<file path="config.mk">
export PLATFORM = sky130hd
export DESIGN_NAME = cdt_timer
export DESIGN_NICKNAME = d
export VERILOG_FILES = /design/src/rtl/cdt_pkg.sv /design/src/rtl/cdt_prescale.sv /design/src/rtl/cdt_digits.sv /design/src/rtl/cdt_seg7.sv /design/src/rtl/cdt_timer.sv
export SDC_FILE = /design/constraint.sdc
export NUM_CORES = 1
export LEC_CHECK = 0
export ABC_AREA = 1
export BUFFER_PORTS_ARGS = -buffer_cell sky130_fd_sc_hd__buf_4
export CORE_MARGIN = 3
export CORE_UTILIZATION = 25
export CTS_CLUSTER_DIAMETER = 150
export DETAILED_ROUTE_END_ITERATION = 8
export SETUP_SLACK_MARGIN = 0.1
export SLEW_MARGIN = 20
export SYNTH_ARGS = -nofsm -noshare
export SYNTH_HDL_FRONTEND = slang
export SYNTH_SLANG_ARGS = --single-unit
</file>
<file path="constraint.sdc">
create_clock -name clk -period 2.5 [get_ports clk]
set_input_delay 0.375 -clock clk [delete_from_list [all_inputs] [get_ports clk]]
set_output_delay 0.375 -clock clk [all_outputs]
set_load 0.01 [all_outputs]
</file>
<file path="src/rtl/cdt_pkg.sv">
package cdt_pkg;

    localparam int SEG_W = 7;
    localparam int BCD_W = 4;
    localparam int NUM_DIGITS = 2;

    typedef logic [BCD_W-1:0] bcd_t;
    typedef logic [SEG_W-1:0] seg_t;

    typedef enum logic [0:0] {
        ST_COUNT = 1'b0,
        ST_ZERO  = 1'b1
    } cnt_state_e;

    localparam bcd_t BCD_NINE = 4'd9;
    localparam seg_t SEG_BLANK = 7'h7F;

endpackage

</file>
<file path="src/rtl/cdt_prescale.sv">
module cdt_prescale #(
    parameter int CYCLES_PER_TICK = 100_000_000
) (
    input  logic clk,
    input  logic rst,
    input  logic en,
    output logic tick
);

    localparam int CNT_W = (CYCLES_PER_TICK > 2) ? $clog2(CYCLES_PER_TICK) : 1;
    localparam logic [CNT_W-1:0] LAST = CNT_W'(CYCLES_PER_TICK - 1);

    logic [CNT_W-1:0] cnt_q;
    logic             at_last;

    assign at_last = (cnt_q == LAST);
    assign tick    = en && at_last;

    // phase counter advances only on enabled cycles
    always_ff @(posedge clk) begin
        if (rst) begin
            cnt_q <= '0;
        end else if (en) begin
            cnt_q <= at_last ? '0 : cnt_q + 1'b1;
        end
    end

endmodule

</file>
<file path="src/rtl/cdt_digits.sv">
module cdt_digits
    import cdt_pkg::*;
#(
    parameter int START_TENS  = 3,
    parameter int START_UNITS = 0
) (
    input  logic clk,
    input  logic rst,
    input  logic tick,
    output bcd_t tens,
    output bcd_t units,
    output logic done
);

    localparam bcd_t INIT_TENS  = bcd_t'(START_TENS);
    localparam bcd_t INIT_UNITS = bcd_t'(START_UNITS);
    localparam cnt_state_e INIT_STATE =
        (START_TENS == 0 && START_UNITS == 0) ? ST_ZERO : ST_COUNT;

    cnt_state_e state_q, state_d;
    bcd_t       tens_q, tens_d;
    bcd_t       units_q, units_d;
    logic       last_second;

    assign last_second = (tens_q == '0) && (units_q == 4'd1);

    // next state and next digits
    always_comb begin
        state_d = state_q;
        tens_d  = tens_q;
        units_d = units_q;
        unique case (state_q)
            ST_COUNT: begin
                if (tick) begin
                    if (units_q != '0) begin
                        units_d = units_q - 1'b1;
                    end else begin
                        units_d = BCD_NINE;
                        tens_d  = tens_q - 1'b1;
                    end
                    if (last_second) begin
                        state_d = ST_ZERO;
                    end
                end
            end
            ST_ZERO: begin
                state_d = ST_ZERO;
            end
            default: begin
                state_d = INIT_STATE;
            end
        endcase
    end

    // state and digit registers
    always_ff @(posedge clk) begin
        if (rst) begin
            state_q <= INIT_STATE;
            tens_q  <= INIT_TENS;
            units_q <= INIT_UNITS;
        end else begin
            state_q <= state_d;
            tens_q  <= tens_d;
            units_q <= units_d;
        end
    end

    // outputs
    always_comb begin
        tens  = tens_q;
        units = units_q;
        unique case (state_q)
            ST_ZERO:  done = 1'b1;
            default:  done = 1'b0;
        endcase
    end

endmodule

</file>
<file path="src/rtl/cdt_seg7.sv">
module cdt_seg7
    import cdt_pkg::*;
(
    input  bcd_t digit,
    output seg_t seg_n
);

    // active-low, bit 6 = g ... bit 0 = a
    always_comb begin
        unique case (digit)
            4'd0:    seg_n = 7'h40;
            4'd1:    seg_n = 7'h79;
            4'd2:    seg_n = 7'h24;
            4'd3:    seg_n = 7'h30;
            4'd4:    seg_n = 7'h19;
            4'd5:    seg_n = 7'h12;
            4'd6:    seg_n = 7'h02;
            4'd7:    seg_n = 7'h78;
            4'd8:    seg_n = 7'h00;
            4'd9:    seg_n = 7'h10;
            default: seg_n = SEG_BLANK;
        endcase
    end

endmodule

</file>
<file path="src/rtl/cdt_timer.sv">
module cdt_timer
    import cdt_pkg::*;
#(
    parameter int CYCLES_PER_TICK = 100_000_000,
    parameter int START_TENS      = 3,
    parameter int START_UNITS     = 0
) (
    input  logic       clk,
    input  logic       rst,
    input  logic       en,
    output logic [3:0] tens_bcd,
    output logic [3:0] units_bcd,
    output logic [6:0] tens_seg,
    output logic [6:0] units_seg,
    output logic       done
);

    logic tick_w;
    bcd_t digit_v [NUM_DIGITS];
    seg_t seg_v   [NUM_DIGITS];

    cdt_prescale #(
        .CYCLES_PER_TICK(CYCLES_PER_TICK)
    ) u_prescale (
        .clk  (clk),
        .rst  (rst),
        .en   (en),
        .tick (tick_w)
    );

    cdt_digits #(
        .START_TENS (START_TENS),
        .START_UNITS(START_UNITS)
    ) u_digits (
        .clk   (clk),
        .rst   (rst),
        .tick  (tick_w),
        .tens  (digit_v[1]),
        .units (digit_v[0]),
        .done  (done)
    );

    for (genvar g = 0; g < NUM_DIGITS; g++) begin : g_dec
        cdt_seg7 u_seg (
            .digit (digit_v[g]),
            .seg_n (seg_v[g])
        );
    end

    assign tens_bcd  = digit_v[1];
    assign units_bcd = digit_v[0];
    assign tens_seg  = seg_v[1];
    assign units_seg = seg_v[0];

endmodule

</file>
==> run summary, run 1 <==
- 0.02250 — met3 Resource Use GR
- 0.3981 ns — slew of the pin with the lowest slew margin
- 2322 — vias in the first global route
- 0.1379 — met1 layer usage reported by global route
- 5 — number of buffers inserted during clock tree synthesis
- 37 — distinct cell type count after synthesis
- 2636 sq um — Netlist Area Pre-Place
- 16 — maximum number of pins on one net before global-route repair
- simple AND/OR/NAND/NOR gates — CP delay by family, top
- 388 — Synth Net Count
- 36 — standard-cell rows
- built — TritonCTS clock tree
- 2 — number of buffers on the longest clock path
- 0.0002213 V — largest vdd supply drop
- 1087 — number of filler instances in the final layout
- true — unrepaired setup endpoints after global routing
- 3144 sq um — area of all placed cells without fillers
- 0.30 ns — clock insertion delay at the later pin of the skew report
- 0 ns — Post-Route Setup TNS
- dfxtp_2 — Max stage delay cell, worst path
- 10.69 microns — mean routed wirelength per cell
- 0.2622 ns — Min Hold Slack
- 123 — Starting DRT DRC Count
- 0.3797 — register area share after synthesis
- 108.7 microns — chip height
- 2.37 ns — data arrival time of the critical path
- 0 — number of remaining DRC errors
- 0 — Final Hold Viols
- ha_1 > inv_1 > nor2_1 > nand2_2 > inv_2 > nand2_4 > nor2_8 > nand3_1 > nand2_1 > nand2_1 > nand2_1 > inv_1 > ha_1 > nand3b_1 > nand3_1 > nand2_1 — chain of cells forming the critical path
- 1.333 mW — total power draw
- 10000 sq um — core region area
- 1.437 nW — Leak Pwr
- 0.8721 — global placer's final weighted congestion
- rst — hold path start
- 0 — hold buffer count at CTS
- 424.0 nW/um^2 — ratio of total power to cell area
- 0.3144 — Core Util, Final
- 0.3797 — fraction of synthesized cell area taken by the top area cell type
- 0 — number of endpoints failing setup at the final stage
- 0.36 ns — Crit path largest cell delay
- finished, final reports clean — outcome
- 374 — cell count after synthesis
- 11810 sq um — floorplan die area
- 3 — buffer and inverter count on the worst path
- 0.8634 — final worst-path cycle share
- 4555 microns — sum of net half-perimeters after detailed placement
- met2 — GRT busiest layer
- flop to flop — category of the critical setup timing path
- nand2_1, dfxtp_1, inv_1 — list of most frequent post-synthesis cells
- u_prescale.cnt_q[6] — hold endpoint
- 19.27% — Layout area overhead
- 5828 microns — final wirelength
- dfxtp_1 — leading register cell type out of synthesis
- 16 — depth of the worst register-to-register path
- 463.3 MHz — Fmax achieved
- g_dec[0].u_seg.seg_n[3] — Reg2Reg Capture Point
- 0.1075 — global-route total usage across every layer
- 0 — number of maximum-capacitance violations
- 0.2636 — initial cell density of the core
- 0 — synth warn
- 2394 — number of vias in the routed layout
- 0 — max-slew violation count
- nand2_1 — top-count cell post-synth
- dfxtp_1 — cell type with the largest total area after synthesis
- 0 — number of antenna violations at the first check in global routing
- 108.7 microns — x dimension of the die
- 0.09 ns — clock-pin transition on the worst setup and hold timing paths
- 2.159 ns — clock period minus final worst setup slack
- 0 — number of antenna-violating nets in the routed design
- 25 — count of input and output buffers
- 4 — Pre-Repair DR Iteration Count
- 2.71 ns — data required time at the worst endpoint
- dfxtp_1, nand2_1, inv_1 — Area contributors post-synth
- 7.049 sq um — average footprint of a synthesized cell
- flop — kind of capture point of the worst setup path
- 0.34 ns — register-to-register setup slack
- 0.1805 — met2 Resource Use GR
- 2 — Max H-tree Level
- 4.393 — via density per instance
- nand2_1 — Crit path top cell by count
- 50 — FF+latch count, synth
- 0.1772 — fraction of final layout cells sized beyond drive strength 1
- input port to flop — worst min path class
- 0 — proportion of register bits with asynchronous set or reset after synthesis
- 7 — crit-path max FO
- 0 — leftover overflow at the end of global routing
- 0 — number of flops mapped to enable cells by yosys
- 26 — I/O Pins
- 0.7343 — normalized max-slew margin
- u_prescale.cnt_q[0] — launching point of the worst reg2reg path
- 50 — clock sink total
- 425 — number of nets in the layout
- clkbuf_8 — root buf cell
- flop — startpoint types
- 0 — antenna fix cells
- 2 — instance count along the most critical hold path
- 0.008569 ns — Max Clock Skew
- 10300 microns — global-route wire length before repair
- 2999 sq um — Post-DP Area
-- cells in the final DEF, fill, tap and decap left out, types with 5 or more instances in the layout --
master / n
a21oi_1: 16
nand2_2: 6
nor2_2: 5
ha_1: 11
clkbuf_8: 6
nor2_1: 34
buf_4: 34
dfxtp_1: 48
inv_1: 50
o21ai_0: 13
inv_2: 5
nand2_1: 91
nor3_1: 15
nand3_1: 32
-- area by class of cell --
class | count | area (sq um) | area share
flip-flops and latches | 50 | 1003 | 0.3191
well taps | 133 | 166.4 | 0.05292
multi-input cells | 264 | 1413 | 0.4493
clock buffers | 7 | 86.33 | 0.02746
inverters | 56 | 211.5 | 0.06725
repair buffers | 34 | 255.2 | 0.08118
clock inverters | 1 | 8.758 | 0.002786
-- power by group --
group | internal, mW | total (mW) | switching (mW)
logic | 0.0107 | 0.0340 | 0.0233
registers | 0.799 | 0.802 | 0.00270
clock network | 0.229 | 0.497 | 0.268
-- metrics by stage --
step | worst slack, ns | instances
floorplan | 0.3694 | 374
global placement | 0.3015 | 532
detailed placement | 0.2806 | 532
CTS | 0.2588 | 540
global route | 0.08092 | 545
finish | 0.3414 | 545
-- how the worst max path moves through the flow --
| stage | depth (start not counted) | end | start | slack, ns |
|---|---|---|---|---|
| detailed placement | 14 | g_dec[0].u_seg.seg_n[6] | u_prescale.cnt_q[0] | 0.28 |
| CTS | 14 | g_dec[0].u_seg.seg_n[6] | u_prescale.cnt_q[0] | 0.26 |
| finish | 16 | g_dec[0].u_seg.seg_n[3] | u_prescale.cnt_q[0] | 0.34 |
| floorplan | 16 | g_dec[0].u_seg.seg_n[3] | u_prescale.cnt_q[0] | 0.37 |
| global route | 16 | g_dec[0].u_seg.seg_n[3] | u_prescale.cnt_q[1] | 0.08 |
| global placement | 16 | g_dec[0].u_seg.seg_n[3] | en | 0.30 |
-- repair_timing --
item,in CTS,in global routing
endpoints found under the setup margin,0,7
resized for setup,0,6
setup buffers,0,5
-- flip-flops by register name, indices dropped and copies added, names as in the netlist --
signal / flops
u_prescale.cnt_q: 27
u_digits.state_q: 1
u_digits.tens: 4
g_dec.u_seg.seg_n: 14
u_digits.units: 4
-- layer usage --
layer  routed length [microns]  up-vias
li1                          -     1273
met1                      2781     1081
met2                      2783       35
met3                       179        5
met4                        84        0
met5                         0        -
-- kinds of logic after synthesis --
| family | Yosys count | share of synthesized area |
|---|---|---|
| simple gates | 209 | 0.3787 |
| buf+inv | 60 | 0.08827 |
| xor+xnor | 8 | 0.02658 |
| flops | 50 | 0.3797 |
| compound gates | 36 | 0.07451 |
| fa+ha+maj | 11 | 0.05221 |
Note: power is estimated with default switching activity, not from simulation.
==> inputs of run 2 (changes only) <==
--- a/config.mk
+++ b/config.mk
@@ -11,6 +11,7 @@
 export CORE_UTILIZATION = 25
 export CTS_CLUSTER_DIAMETER = 150
 export DETAILED_ROUTE_END_ITERATION = 8
+export PLACE_DENSITY_LB_ADDON = 0.15
 export SETUP_SLACK_MARGIN = 0.1
 export SLEW_MARGIN = 20
 export SYNTH_ARGS = -nofsm -noshare
==> run 2 against run 1 <==
Register-to-register slack is essentially flat; worst setup slack worse by 0.015 ns; combinational power increased by 4%.
==> run summary, run 2 (synthesis gave the netlist of run 1 again) <==
- finished, final reports clean — outcome
- 2 — Max H-tree Level, unchanged
- 2298 — vias in the first global route, -1.0%
- 460.2 MHz — Fmax achieved, -0.67%
- 36 — standard-cell rows, unchanged
- 93 — Starting DRT DRC Count, -24%
- nand2_1 — Crit path top cell by count
- 2352 — number of vias in the routed layout, -1.8%
- 409.9 nW/um^2 — ratio of total power to cell area, -3.3%
- 0 — number of endpoints failing setup at the final stage, unchanged
- 0 — max-slew violation count, unchanged
- built — TritonCTS clock tree
- 0.3148 — Core Util, Final, +0.0003760
- 4.308 — via density per instance, -1.9%
- 0 — leftover overflow at the end of global routing, unchanged
- 108.7 microns — chip height, unchanged
- 108.7 microns — x dimension of the die, unchanged
- 10320 microns — global-route wire length before repair, +0.20%
- 26 — I/O Pins, unchanged
- 25 — count of input and output buffers, unchanged
- input port to flop — worst min path class
- 3022 sq um — Post-DP Area, +0.75%
- 1.291 mW — total power draw, -3.2%
- 5 — number of buffers inserted during clock tree synthesis, unchanged
- ha_1 > inv_1 > nor2_2 > nand2_2 > inv_2 > nand2_4 > nor2_8 > nand3_1 > nand2_1 > nand2_1 > nand2_1 > inv_1 > ha_1 > nand3b_1 > nand3_1 > nand2_1 — chain of cells forming the critical path
- 10000 sq um — core region area, unchanged
- 4745 microns — sum of net half-perimeters after detailed placement, +4.2%
- 0 — antenna fix cells, unchanged
- 0 — number of antenna violations at the first check in global routing, unchanged
- 0 — number of remaining DRC errors, unchanged
- 2 — number of buffers on the longest clock path, unchanged
- 19.41% — Layout area overhead
- 2.70 ns — data required time at the worst endpoint, about the same
- flop to flop — category of the critical setup timing path
- flop — startpoint types
- 0.8692 — final worst-path cycle share, +0.005828
- 0.2636 — initial cell density of the core, unchanged
- 0 — Final Hold Viols, unchanged
- nand2_1, inv_1, dfxtp_1 — highest-count cells in the layout ignoring fill and taps
- 50 — clock sink total, unchanged
- 0.3269 ns — post-layout worst setup margin, -0.01457 ns
- 0.7449 — normalized max-slew margin, +0.01064
- 0.2418 ns — Setup WS pre-CTS, -0.03883 ns
- 27 — flip-flop count of the largest register, all copies and words added, unchanged
- 4 — Pre-Repair DR Iteration Count, unchanged
- nand2_1 — commonest non-fill, non-tap cell in the layout
- 2.173 ns — clock period minus final worst setup slack, +0.01457 ns
- 1.438 nW — Leak Pwr, about the same
- 11810 sq um — floorplan die area, unchanged
- 0.1093 — global-route total usage across every layer, +0.001769
- 0 — number of antenna-violating nets in the routed design, unchanged
- 7 — crit-path max FO, unchanged
- 0.007926 ns — Max Clock Skew, -0.0006437 ns
- 0.1840 — fraction of final layout cells sized beyond drive strength 1, +0.006835
- false — unrepaired setup endpoints after global routing
- 0.09 ns — clock-pin transition on the worst setup and hold timing paths, about the same
- flop — kind of capture point of the worst setup path
- clkbuf_8 — root buf cell
- 0 — hold buffer count at CTS, unchanged
- 427 — number of nets in the layout, +0.47%
- dfxtp_2 — Max stage delay cell, worst path
- 2.38 ns — data arrival time of the critical path, about the same
- 0 — number of maximum-capacitance violations, unchanged
- 0 ns — Post-Route Setup TNS, unchanged
- 15 — maximum number of pins on one net before global-route repair, -1
- 0.0001763 V — largest vdd supply drop, -20%
- 6064 microns — final wirelength, +4.0%
- 0.3822 ns — slew of the pin with the lowest slew margin, -0.01594 ns
- 11.11 microns — mean routed wirelength per cell, +3.9%
- 3148 sq um — area of all placed cells without fillers, +0.12%
- u_prescale.cnt_q — Most flops, register
- 0.8259 — global placer's final weighted congestion, -5.3%
- 0.35 ns — Crit path largest cell delay, about the same
- 0.30 ns — clock insertion delay at the later pin of the skew report, about the same
==> run 2: timing repair <==
item	CTS	global route
endpoints found under the setup margin	0	8
buffers inserted	0	4
resized for setup	0	8
==> run 2: power by group <==
group          internal [mW]  total (mW)  switching, mW
registers              0.799       0.801        0.00245
clock network          0.193       0.454          0.261
logic                 0.0106      0.0352         0.0246
total                   1.00        1.29          0.288
==> run 2: final cells by class <==
type,count,area [sq um]
clock inverters,1,7.507
clock buffers,6,72.57
inverters,56,211.5
fillers,1099,6852
well taps,133,166.4
repair buffers,36,270.3
flip-flops and latches,50,1005
multi-input cells,264,1415
==> run 2: stage by stage <==
step	hold WS (ns)	std cells
CTS	0.2708	542
detailed placement	0.4785	535
global route	0.2769	546
finish	0.2834	546
floorplan	0.4441	374
global placement	0.4680	535
==> run 2: metal layers <==
| layer | track usage | share of wire | up-vias |
|---|---|---|---|
| li1 | - | - | 1268 |
| met1 | 0.1412 | 0.49 | 1036 |
| met2 | 0.1801 | 0.45 | 38 |
| met3 | 0.02013 | 0.034 | 10 |
| met4 | 0.04328 | 0.021 | 0 |
| met5 | 0 | 0 | - |
==> run 2: worst max-delay path, delay by kind of cell, from the launching register on <==
family,cells,cell delay (ns)
flip-flops,1,0.35
buffers and inverters,3,0.23
AND/OR/NAND/NOR,11,1.05
adder cells (fa/ha/maj),2,0.44
==> run 2: path summary, 6_finish.rpt <==
| kind | endpoint | depth (start not counted) | slack, ns | from |
|---|---|---|---|---|
| worst min-delay path | u_prescale.cnt_q[6] | 2 | 0.28 | rst |
| worst max-delay path | g_dec[0].u_seg.seg_n[3] | 16 | 0.33 | u_prescale.cnt_q[0] |
| worst max register to register | g_dec[0].u_seg.seg_n[3] | 16 | 0.33 | u_prescale.cnt_q[0] |
| worst min register to register | u_prescale.cnt_q[0] | 2 | 0.49 | u_prescale.cnt_q[0] |
==> inputs of run 3 (changes only) <==
--- a/config.mk
+++ b/config.mk
@@ -6,13 +6,16 @@
 export NUM_CORES = 1
 export LEC_CHECK = 0
 export ABC_AREA = 1
+export ABC_CLOCK_PERIOD_IN_PS = 2500
 export BUFFER_PORTS_ARGS = -buffer_cell sky130_fd_sc_hd__buf_4
 export CORE_MARGIN = 3
 export CORE_UTILIZATION = 25
+export CTS_BUF_LIST = sky130_fd_sc_hd__clkbuf_4 sky130_fd_sc_hd__clkbuf_8
 export CTS_CLUSTER_DIAMETER = 150
 export DETAILED_ROUTE_END_ITERATION = 8
 export PLACE_DENSITY_LB_ADDON = 0.15
 export SETUP_SLACK_MARGIN = 0.1
+export SKIP_CTS_REPAIR_TIMING = 1
 export SLEW_MARGIN = 20
 export SYNTH_ARGS = -nofsm -noshare
 export SYNTH_HDL_FRONTEND = slang
==> run 3 against run 2 <==
Combinational power barely moved; sequential power about the same; core utilization barely moved; final area is 0.12% higher.
==> run summary, run 3 (synthesis gave the netlist of run 1 again) <==
- ha_1 > inv_1 > nor2_2 > nand2_2 > inv_2 > nand2_4 > nor2_8 > nand3_1 > nand2_1 > nand2_1 > nand2_1 > inv_1 > ha_1 > nand3b_1 > nand3_1 > nand2_1 — chain of cells forming the critical path
- 5 — number of buffers inserted during clock tree synthesis, unchanged
- 0.1093 — global-route total usage across every layer, unchanged
- false — unrepaired setup endpoints after global routing
- 4745 microns — sum of net half-perimeters after detailed placement, unchanged
- 2.38 ns — data arrival time of the critical path, about the same
- flop — kind of capture point of the worst setup path
- 7 — crit-path max FO, unchanged
- 0.8259 — global placer's final weighted congestion, unchanged
- 27 — flip-flop count of the largest register, all copies and words added, unchanged
- 4 — Pre-Repair DR Iteration Count, unchanged
- 93 — Starting DRT DRC Count, unchanged
- 2352 — number of vias in the routed layout, unchanged
- 0.007926 ns — Max Clock Skew, unchanged
- 10000 sq um — core region area, unchanged
- met4 — top routing layer used
- 0.2636 — initial cell density of the core, unchanged
- 0 — antenna fix cells, unchanged
- 0 — number of endpoints failing setup at the final stage, unchanged
- 0.7449 — normalized max-slew margin, unchanged
- clkbuf_8 — root buf cell
- u_prescale.cnt_q — Most flops, register
- 2988 microns — DRT met1 WL, about the same
- 2744 microns — detailed route wirelength on metal2, unchanged
- 460.2 MHz — Fmax achieved, unchanged
- 0.8692 — final worst-path cycle share, unchanged
- 0 — Final Hold Viols, unchanged
- 0 ns — Post-Route Setup TNS, unchanged
- 0.3269 ns — post-layout worst setup margin, unchanged
- 4.308 — via density per instance, unchanged
- 6064 microns — final wirelength, unchanged
- 0 — number of antenna violations at the first check in global routing, unchanged
- 0 — leftover overflow at the end of global routing, unchanged
- 10320 microns — global-route wire length before repair, unchanged
- 36 — standard-cell rows, unchanged
- 0.3822 ns — slew of the pin with the lowest slew margin, unchanged
- 0.2418 ns — Setup WS pre-CTS, unchanged
- 0.09 ns — clock-pin transition on the worst setup and hold timing paths, about the same
- 0.2883 mW — reported net switching power, unchanged
- 108.7 microns — x dimension of the die, unchanged
- nand2_1 — Crit path top cell by count
- 1.441 nW — Leak Pwr, +0.24%
- 0 — number of antenna-violating nets in the routed design, unchanged
- 108.7 microns — chip height, unchanged
- 0 — number of maximum-capacitance violations, unchanged
- 0.1864 — fraction of final layout cells sized beyond drive strength 1, +0.002421
- simple AND/OR/NAND/NOR gates — CP delay by family, top
- 11.11 microns — mean routed wirelength per cell, unchanged
- 2298 — vias in the first global route, unchanged
- built — TritonCTS clock tree
- 0.33 ns — register-to-register setup slack, about the same
- 427 — number of nets in the layout, unchanged
- flop — startpoint types
- 0 — number of remaining DRC errors, unchanged
- 26 — I/O Pins, unchanged
- 50 — clock sink total, unchanged
- 0.027 — combinational group share of total power, about the same
- nand2_1, inv_1, dfxtp_1 — highest-count cells in the layout ignoring fill and taps
- 0.2216 — sw frac, -0.001863
- dfxtp_2 — Max stage delay cell, worst path
- 25 — count of input and output buffers, unchanged
- 15 — maximum number of pins on one net before global-route repair, unchanged
- 0.616 — Seq pwr share, -0.005
- 0.0001763 V — largest vdd supply drop, about the same
- 2 — Max H-tree Level, unchanged
- 3 — buffer and inverter count on the worst path, unchanged
- 2 — number of buffers on the longest clock path, unchanged
- 1.013 mW — Internal Pwr Total, +1.1%
- 0.30 ns — clock insertion delay at the later pin of the skew report, about the same
- flop to flop — category of the critical setup timing path
- 0.357 — clock share of power, +0.005
- 206 microns — total length of routed met3 wires, unchanged
- 0.35 ns — Crit path largest cell delay, about the same
- 2.70 ns — data required time at the worst endpoint, about the same
- input port to flop — worst min path class
- 19.55% — Layout area overhead
- 412.9 nW/um^2 — ratio of total power to cell area, +0.72%
- 2.173 ns — clock period minus final worst setup slack, unchanged
- finished, final reports clean — outcome
- 11810 sq um — floorplan die area, unchanged
- nand2_1 — commonest non-fill, non-tap cell in the layout
- 0 — max-slew violation count, unchanged
-- run 3: power groups by stage --
| stage | Combinational [mW] | Clock [mW] | Sequential, mW |
|---|---|---|---|
| 6_report | 0.0352 | 0.465 | 0.801 |
| 5_1_grt | 0.0407 | 0.512 | 0.802 |
| 4_1_cts | 0.0360 | 0.496 | 0.801 |
| 3_5_place_dp | 0.0358 | 0 | 0.820 |
| 3_3_place_gp | 0.0357 | 0 | 0.819 |
| 2_1_floorplan | 0.0238 | 0 | 0.819 |
-- run 3: routing by layer --
metal / global-route usage / vias up
li1: - / 1268
met1: 0.1412 / 1036
met2: 0.1801 / 38
met3: 0.02013 / 10
met4: 0.04328 / 0
met5: 0 / -
-- run 3: area by class of cell --
class / instances / area, sq um
clock inverter: 1 / 7.507
tap: 133 / 166.4
inverter: 56 / 211.5
sequential: 50 / 1005
timing repair buffer: 36 / 270.3
clock buffer: 6 / 76.32
multi-input combinational: 264 / 1415
fill: 1098 / 6848
-- run 3: stage by stage --
step	area (sq um)	std cells	util	hold WS (ns)	power, mW
6_report	3152	546	0.3152	0.2834	1.301
5_1_grt	3152	546	0.3152	0.2769	1.355
4_1_cts	3105	542	0.3106	0.2708	1.334
3_5_place_dp	3022	535	0.3022	0.4785	0.8556
3_3_place_gp	3022	535	0.3022	0.4680	0.8552
2_1_floorplan	2636	374	-	0.4441	0.8430
-- run 3: final timing paths --
check | startpoint | end | cells past startpoint
max | u_prescale.cnt_q[0] | g_dec[0].u_seg.seg_n[3] | 16
min | rst | u_prescale.cnt_q[6] | 2
max reg2reg | u_prescale.cnt_q[0] | g_dec[0].u_seg.seg_n[3] | 16
min reg2reg | u_prescale.cnt_q[0] | u_prescale.cnt_q[0] | 2
